File: src/rtl/hdlc_rx_pkg.sv
package hdlc_rx_pkg;

    localparam int          OCT_W      = 8;       // bits per octet
    localparam int          STUFF_RUN  = 5;       // ones before a stuffed zero
    localparam int          CRC_W      = 16;
    localparam logic [15:0] CRC_POLY   = 16'h8408; // reflected CCITT polynomial
    localparam logic [15:0] CRC_INIT   = 16'hFFFF;
    localparam logic [15:0] CRC_GOOD   = 16'hF0B8; // residue of a correct frame
    localparam int          MIN_OCTETS = 3;       // address plus two check octets

    typedef enum logic [2:0] {
        RX_HUNT,
        RX_ADDR,
        RX_BODY,
        RX_SKIP,
        RX_RAW
    } rx_state_t;

endpackage

File: src/rtl/hdlc_bit_class.sv
// Tracks runs of ones on the line and classifies each valid bit as
// data to keep, a stuffed zero to drop, a flag, or an abort.
module hdlc_bit_class #(
    parameter int RUN = 5
) (
    input  logic clk,
    input  logic rst_n,
    input  logic clr,
    input  logic en,
    input  logic bit_i,
    output logic push_o,
    output logic flag_o,
    output logic abort_o
);
    localparam int MAXC = RUN + 2;
    localparam int CW   = $clog2(MAXC + 1);

    logic [CW-1:0] ones_q;

    always_comb begin
        push_o  = 1'b0;
        flag_o  = 1'b0;
        abort_o = 1'b0;
        if (en) begin
            if (bit_i) begin
                push_o  = (ones_q < CW'(RUN));
                abort_o = (ones_q == CW'(RUN + 1));
            end else begin
                push_o = (ones_q != CW'(RUN)) && (ones_q != CW'(RUN + 1));
                flag_o = (ones_q == CW'(RUN + 1));
            end
        end
    end

    always_ff @(posedge clk) begin
        if (!rst_n || clr) begin
            ones_q <= '0;
        end else if (en) begin
            if (!bit_i)                    ones_q <= '0;
            else if (ones_q != CW'(MAXC))  ones_q <= ones_q + 1'b1;
        end
    end

endmodule

File: src/rtl/hdlc_bit_delay.sv
// Holds the newest DEPTH kept bits so that the leading part of a closing
// flag can be withdrawn before it reaches the packer and the check.
module hdlc_bit_delay #(
    parameter int DEPTH = 6
) (
    input  logic clk,
    input  logic rst_n,
    input  logic clr,
    input  logic push,
    input  logic bit_i,
    output logic commit_o,
    output logic bit_o
);
    localparam int FW = $clog2(DEPTH + 1);

    logic [DEPTH-1:0] hold_q;
    logic [FW-1:0]    fill_q;
    logic             full;

    assign full     = (fill_q == FW'(DEPTH));
    assign commit_o = push && full;
    assign bit_o    = hold_q[0];

    always_ff @(posedge clk) begin
        if (!rst_n || clr)       fill_q <= '0;
        else if (push && !full)  fill_q <= fill_q + 1'b1;
    end

    for (genvar i = 0; i < DEPTH; i++) begin : g_slot
        logic nxt_bit;
        if (i == DEPTH - 1) begin : g_top
            assign nxt_bit = bit_i;
        end else begin : g_mid
            assign nxt_bit = hold_q[i+1];
        end
        always_ff @(posedge clk) begin
            if (!rst_n) begin
                hold_q[i] <= 1'b0;
            end else if (push) begin
                if (full)                     hold_q[i] <= nxt_bit;
                else if (fill_q == FW'(i))    hold_q[i] <= bit_i;
            end
        end
    end

endmodule

File: src/rtl/hdlc_crc_acc.sv
// Bit-serial reflected check register.
module hdlc_crc_acc #(
    parameter int           W    = 16,
    parameter logic [W-1:0] POLY = 16'h8408,
    parameter logic [W-1:0] INIT = 16'hFFFF
) (
    input  logic         clk,
    input  logic         rst_n,
    input  logic         init,
    input  logic         upd,
    input  logic         bit_i,
    output logic [W-1:0] crc_o
);
    logic [W-1:0] crc_q;
    logic         fb;

    assign fb    = crc_q[0] ^ bit_i;
    assign crc_o = crc_q;

    always_ff @(posedge clk) begin
        if (!rst_n || init) crc_q <= INIT;
        else if (upd)       crc_q <= (crc_q >> 1) ^ ({W{fb}} & POLY);
    end

endmodule

File: src/rtl/hdlc_octet_pack.sv
// Packs bits LSB first; the first bit of an octet lands in bit 0.
module hdlc_octet_pack #(
    parameter int W = 8
) (
    input  logic         clk,
    input  logic         rst_n,
    input  logic         clr,
    input  logic         shift,
    input  logic         bit_i,
    output logic         full_o,
    output logic [W-1:0] octet_o,
    output logic         partial_o
);
    localparam int CW = $clog2(W);

    logic [W-1:0]  sr_q;
    logic [CW-1:0] cnt_q;

    assign octet_o   = {bit_i, sr_q[W-1:1]};
    assign full_o    = shift && (cnt_q == CW'(W - 1));
    assign partial_o = (cnt_q != '0);

    always_ff @(posedge clk) begin
        if (!rst_n) begin
            sr_q  <= '0;
            cnt_q <= '0;
        end else if (clr) begin
            cnt_q <= '0;
        end else if (shift) begin
            sr_q  <= octet_o;
            cnt_q <= full_o ? '0 : cnt_q + 1'b1;
        end
    end

endmodule

File: src/rtl/hdlc_addr_rx.sv
module hdlc_addr_rx
    import hdlc_rx_pkg::*;
#(
    parameter int               OCT_W      = hdlc_rx_pkg::OCT_W,
    parameter int               STUFF_RUN  = hdlc_rx_pkg::STUFF_RUN,
    parameter int               MIN_OCTETS = hdlc_rx_pkg::MIN_OCTETS,
    parameter logic [OCT_W-1:0] BCAST_ADDR = '1
) (
    input  logic             clk,
    input  logic             rst_n,
    input  logic             rx_bit,
    input  logic             rx_bit_vld,
    input  logic             raw_mode,
    input  logic [OCT_W-1:0] match_addr,
    output logic             byte_vld,
    output logic [OCT_W-1:0] byte_data,
    output logic             frame_end,
    output logic             frame_crc_ok,
    output logic             frame_discard
);
    localparam int HOLD = STUFF_RUN + 1;
    localparam int NB_W = $clog2(MIN_OCTETS + 1);

    rx_state_t st_q, st_d;

    logic in_raw, mode_chg, bv, fr_bv, raw_bv, collecting;
    logic is_push, is_flag, is_abort;
    logic dly_commit, dly_bit;
    logic pk_clr, pk_shift, pk_bit, pk_full, pk_partial;
    logic [OCT_W-1:0] pk_octet;
    logic [CRC_W-1:0] crc_val;
    logic addr_hit;
    logic [NB_W-1:0] nb_q;

    logic             nx_vld, nx_end, nx_ok, nx_disc;
    logic [OCT_W-1:0] nx_data;

    assign in_raw     = (st_q == RX_RAW);
    assign mode_chg   = raw_mode ^ in_raw;
    assign bv         = rx_bit_vld && !mode_chg;
    assign fr_bv      = bv && !in_raw;
    assign raw_bv     = bv && in_raw;
    assign collecting = (st_q == RX_ADDR) || (st_q == RX_BODY);

    hdlc_bit_class #(.RUN(STUFF_RUN)) i_class (
        .clk     (clk),
        .rst_n   (rst_n),
        .clr     (mode_chg || in_raw),
        .en      (fr_bv),
        .bit_i   (rx_bit),
        .push_o  (is_push),
        .flag_o  (is_flag),
        .abort_o (is_abort)
    );

    assign pk_clr = mode_chg || is_flag || is_abort;

    hdlc_bit_delay #(.DEPTH(HOLD)) i_delay (
        .clk      (clk),
        .rst_n    (rst_n),
        .clr      (pk_clr),
        .push     (is_push && collecting),
        .bit_i    (rx_bit),
        .commit_o (dly_commit),
        .bit_o    (dly_bit)
    );

    assign pk_shift = dly_commit || raw_bv;
    assign pk_bit   = in_raw ? rx_bit : dly_bit;

    hdlc_octet_pack #(.W(OCT_W)) i_pack (
        .clk       (clk),
        .rst_n     (rst_n),
        .clr       (pk_clr),
        .shift     (pk_shift),
        .bit_i     (pk_bit),
        .full_o    (pk_full),
        .octet_o   (pk_octet),
        .partial_o (pk_partial)
    );

    hdlc_crc_acc #(.W(CRC_W), .POLY(CRC_POLY), .INIT(CRC_INIT)) i_crc (
        .clk   (clk),
        .rst_n (rst_n),
        .init  (is_flag),
        .upd   (dly_commit),
        .bit_i (dly_bit),
        .crc_o (crc_val)
    );

    assign addr_hit = (pk_octet == match_addr) || (pk_octet == BCAST_ADDR);

    // state register
    always_ff @(posedge clk) begin
        if (!rst_n) st_q <= RX_HUNT;
        else        st_q <= st_d;
    end

    // transitions
    always_comb begin
        st_d = st_q;
        if (mode_chg) begin
            st_d = raw_mode ? RX_RAW : RX_HUNT;          // to_raw / to_framed
        end else begin
            unique case (st_q)
                RX_HUNT: if (is_flag) st_d = RX_ADDR;     // open
                RX_ADDR: begin
                    if (is_flag)       st_d = RX_ADDR;    // restart
                    else if (is_abort) st_d = RX_HUNT;    // abort
                    else if (pk_full)  st_d = addr_hit ? RX_BODY : RX_SKIP; // hit / miss
                end
                RX_BODY, RX_SKIP: begin
                    if (is_flag)       st_d = RX_ADDR;    // restart
                    else if (is_abort) st_d = RX_HUNT;    // abort
                end
                RX_RAW:  st_d = RX_RAW;
                default: st_d = RX_HUNT;
            endcase
        end
    end

    // output decode
    always_comb begin
        nx_vld  = pk_full && (in_raw || (st_q == RX_BODY) ||
                              ((st_q == RX_ADDR) && addr_hit));
        nx_data = nx_vld ? pk_octet : '0;
        nx_end  = (st_q == RX_BODY) && (is_flag || is_abort);
        nx_disc = nx_end && (is_abort || pk_partial || (nb_q < NB_W'(MIN_OCTETS)));
        nx_ok   = nx_end && !nx_disc && (crc_val == CRC_GOOD);
    end

    always_ff @(posedge clk) begin
        if (!rst_n || pk_clr)
            nb_q <= '0;
        else if (nx_vld && !in_raw && (nb_q != NB_W'(MIN_OCTETS)))
            nb_q <= nb_q + 1'b1;
    end

    // output register
    always_ff @(posedge clk) begin
        if (!rst_n) begin
            byte_vld      <= 1'b0;
            byte_data     <= '0;
            frame_end     <= 1'b0;
            frame_crc_ok  <= 1'b0;
            frame_discard <= 1'b0;
        end else begin
            byte_vld      <= nx_vld;
            byte_data     <= nx_data;
            frame_end     <= nx_end;
            frame_crc_ok  <= nx_ok;
            frame_discard <= nx_disc;
        end
    end

endmodule

File: config.mk
export PLATFORM = sky130hd
export DESIGN_NAME = hdlc_addr_rx
export DESIGN_NICKNAME = d
export VERILOG_FILES = /design/src/rtl/hdlc_rx_pkg.sv /design/src/rtl/hdlc_bit_class.sv /design/src/rtl/hdlc_bit_delay.sv /design/src/rtl/hdlc_crc_acc.sv /design/src/rtl/hdlc_octet_pack.sv /design/src/rtl/hdlc_addr_rx.sv
export SDC_FILE = /design/constraint.sdc
export NUM_CORES = 1
export LEC_CHECK = 0
export ABC_CLOCK_PERIOD_IN_PS = 3200
export BUFFER_PORTS_ARGS = -buffer_cell sky130_fd_sc_hd__clkbuf_2
export CAP_MARGIN = 20
export CORE_MARGIN = 2
export CORE_UTILIZATION = 53
export CTS_CLUSTER_DIAMETER = 150
export DETAILED_ROUTE_END_ITERATION = 12
export PLACE_DENSITY = 0.72
export SLEW_MARGIN = 5
export SYNTH_ARGS = -nofsm -noshare
export SYNTH_HDL_FRONTEND = slang
export SYNTH_HIERARCHICAL = 1
export SYNTH_SLANG_ARGS = --single-unit
File: constraint.sdc
create_clock -name clk -period 3.2 [get_ports clk]
set_input_delay 0.64 -clock clk [delete_from_list [all_inputs] [get_ports clk]]
set_output_delay 0.64 -clock clk [all_outputs]
set_load 0.03 [all_outputs]
==> flow_metrics.env <==
export IMPL_r2r_start="st_q[1]"
export IMPL_fmax_mhz=339
export IMPL_crit_buf_inv=0
export IMPL_slew_viol_final=0
export IMPL_synth_cell_types=55
export IMPL_routed_wl_um=5020
export IMPL_rows=26
export IMPL_port_buffers=24
export IMPL_whs_path_depth=2
export IMPL_numCtsBuffers=5
export IMPL_clk_latency_ps=310
export IMPL_timing_final_crit_share=0.922
export IMPL_grt_pass1_wl_um=8590
export IMPL_num_vias=2020
export IMPL_cts_setup_buffers=0
export IMPL_path_class="register to register"
export IMPL_fin_util=0.607
export IMPL_ir_drop_v=0.000298
export IMPL_skew_ps=3.89
export IMPL_totalNegativeSetupSlack_ps=0
export IMPL_antenna_cells=0
export IMPL_slowest_delay_ps=400
export IMPL_arrival_ps=3190
export IMPL_post_cts_resized=0
export IMPL_crit_slowest_cell="dfxtp_1"
export IMPL_grt_busiest_layer="met2"
export IMPL_synthCells=288
export IMPL_dr_pass1_iters=4
export IMPL_place_congestion=0.794
export IMPL_cts_tree="yes"
export IMPL_yosysWarnings=6
export IMPL_drive_gt1_frac=0.184
export IMPL_synth_ff_type="dfxtp_1"
export IMPL_hold_buffers=0
export IMPL_tightest_slew_ps=582
export IMPL_synth_edff_count=0
export IMPL_grt_overflow_total=0
export IMPL_critPathMostFrequentCell="a21oi_1"
export IMPL_die_h_um=76.1
export IMPL_min_delay_start="i_crc/crc_o[3]"
export IMPL_clk_path_buf_depth=2
export IMPL_drtAntennaViolNets=0
export IMPL_min_period_ps=2950
export IMPL_min_path_type="register to register"
export IMPL_avgSynthCellArea_um2=9.56
export IMPL_worstPathRequired_ps=3450
export IMPL_ff2ff_setup_slack_ps=250
export IMPL_cp_cell_sequence="nor2_4, nand2_1, ha_1, nand2b_1, a21oi_1, o31a_1, and2_1, and3_1, o21bai_2, and2_2, nand3b_1, or3_1, a21oi_1"
export IMPL_met2_usage=0.279
export IMPL_setup_violations_final=0
export IMPL_die_w_um=76.1
export IMPL_p_leak_nw=1.20
export IMPL_max_cap_viol_count=0
export IMPL_run_status="finished clean"
export IMPL_grt_met1_usage=0.253
export IMPL_hold_path_end="frame_crc_ok"
export IMPL_cp_max_fo=6
export IMPL_rsz0062_at_grt="no"
export IMPL_clk_pin_slew_ps=90
export IMPL_die_area_mm2=0.00579
export IMPL_max_slew_margin=0.612
export IMPL_drt_initial_drc_count=105
export IMPL_final_cell_count_no_fill=386
export IMPL_remaining_drc_errors=0
export IMPL_ctsRootBufferMaster="clkbuf_8"
export IMPL_start_util=0.543
export IMPL_r2r_end="nb_q[0]"
export IMPL_area_growth_pct=11.9
export IMPL_place_inst=377
export IMPL_vias_per_cell=5.23
export IMPL_htreeDepth=2
export IMPL_core_area_mm2=0.00507
export IMPL_synthArstFlopShare=0
export IMPL_grt_max_degree=25
export IMPL_dp_hpwl_um=3540
export IMPL_routedWlPerCell_um=13.0
export IMPL_cts_sinks=55
export IMPL_cp_start_kind="register"
export IMPL_ys_seq_area_frac=0.400
export IMPL_grt_use_total=0.181
export IMPL_end_kind="register"
export IMPL_ios=25
export IMPL_grt_util_met3=0.0403
export IMPL_syn_nets=314
export IMPL_nNetsFinal=341
export IMPL_cp_top_family="simple AND/OR/NAND/NOR gates"
export IMPL_ys_ff_latch=55
export IMPL_rr_worst_depth=13
export IMPL_grt_pass1_vias=1863
export IMPL_finalHoldViolCount=0
export IMPL_antenna_found_initial=0
export IMPL_power_density_mw_per_mm2=442
export IMPL_synth_area_mm2=0.00275
-- report_power, final --
group / total [mW] / switching, mW / internal, mW
registers: 0.703 / 0.0123 / 0.691
logic: 0.125 / 0.0698 / 0.0555
clock network: 0.532 / 0.220 / 0.313
-- how the worst max path moves through the flow --
stage | startpoint | cells past startpoint | slack (ps) | to
after global placement | raw_mode | 13 | 270 | nb_q[0]
after global routing | st_q[1] | 13 | 10 | nb_q[0]
final | st_q[1] | 13 | 250 | nb_q[0]
after detailed placement | raw_mode | 13 | 130 | nb_q[0]
after floorplan | raw_mode | 13 | 150 | nb_q[0]
after CTS | st_q[1] | 13 | 100 | nb_q[0]
-- layer usage --
layer / vias up / part of all wire
met5: - / 0
met4: 0 / 0.013
li1: 1057 / -
met3: 5 / 0.032
met2: 36 / 0.46
met1: 922 / 0.49
-- tightest hold or removal path: stages, from the launching register on --
cell and delay (ps):
dfxtp_1 340, nand4_1 80, nor4_1 40
-- cell usage in the layout (no fill, tap or decap), types with 2 or more instances in the layout --
master	n
xnor3_1	2
o31a_1	2
mux2_2	3
a211oi_1	3
xnor2_1	2
ha_1	13
nor4_1	2
nor4_2	2
nand2_1	26
and4b_1	2
nor2b_1	8
nor3b_1	2
clkbuf_2	24
bufinv_16	2
a21oi_1	17
o21ai_1	2
nand2b_1	12
dfxtp_1	55
inv_1	17
nand4_1	3
clkbuf_8	5
nor2_4	2
a21boi_1	2
nor2_1	11
mux2i_1	26
buf_4	7
xor2_1	9
o22ai_1	3
nor2_2	7
and2_1	2
nand3b_1	7
o21ai_0	4
o32ai_1	2
o211ai_1	3
nor3_1	6
-- metrics by stage --
stage	worst slack (ps)	hold WS [ps]	power, mW	area (µm²)
after detailed placement	133	485	0.840	2930
final	251	501	1.36	3080
after floorplan	149	444	0.803	2750
after CTS	101	499	1.37	3060
after global placement	274	474	0.837	2930
after global routing	12.6	516	1.42	3080
-- synth_stat cells (4+ instances only) --
cell type	n	area (µm²)
nor2b_1	8	50.1
mux2i_1	26	260
xor2_1	9	78.8
nor2_1	12	45.0
nor2_2	7	43.8
nor3_1	6	30.0
ha_1	13	163
inv_1	17	63.8
nand2b_1	12	75.1
a21oi_1	17	85.1
buf_2	4	20.0
dfxtp_1	55	1100
o21ai_0	4	20.0
nand3b_1	7	52.6
nand2_1	26	97.6
-- layout make-up --
cell class | count | area, µm²
tap | 70 | 87.6
inverter | 17 | 63.8
timing repair buffer | 31 | 173
multi-input combinational | 205 | 1520
clock buffer | 6 | 72.6
clock inverter | 2 | 60.1
fill | 455 | 1990
sequential | 55 | 1100
-- kinds of logic after synthesis --
kind of cell | Yosys count | share of synthesized area
buf+inv | 28 | 0.0509
fa+ha+maj | 13 | 0.0591
flops | 55 | 0.400
compound gates | 46 | 0.112
xor+xnor | 13 | 0.0513
simple gates | 103 | 0.216
mux | 30 | 0.111
-- state kept, by name, summed over array words and instances (netlist names) --
signal                  count
i_delay/g_slot.nxt_bit      5
byte_vld                    1
frame_crc_ok                1
i_pack/sr_q                 7
st_q                        3
nb_q                        2
i_delay/fill_q              3
i_crc/crc_o                16
i_delay/bit_o               1
i_class/ones_q              3
i_pack/cnt_q                3
byte_data                   8
frame_end                   1
frame_discard               1
(Power assumes the default switching activity.)
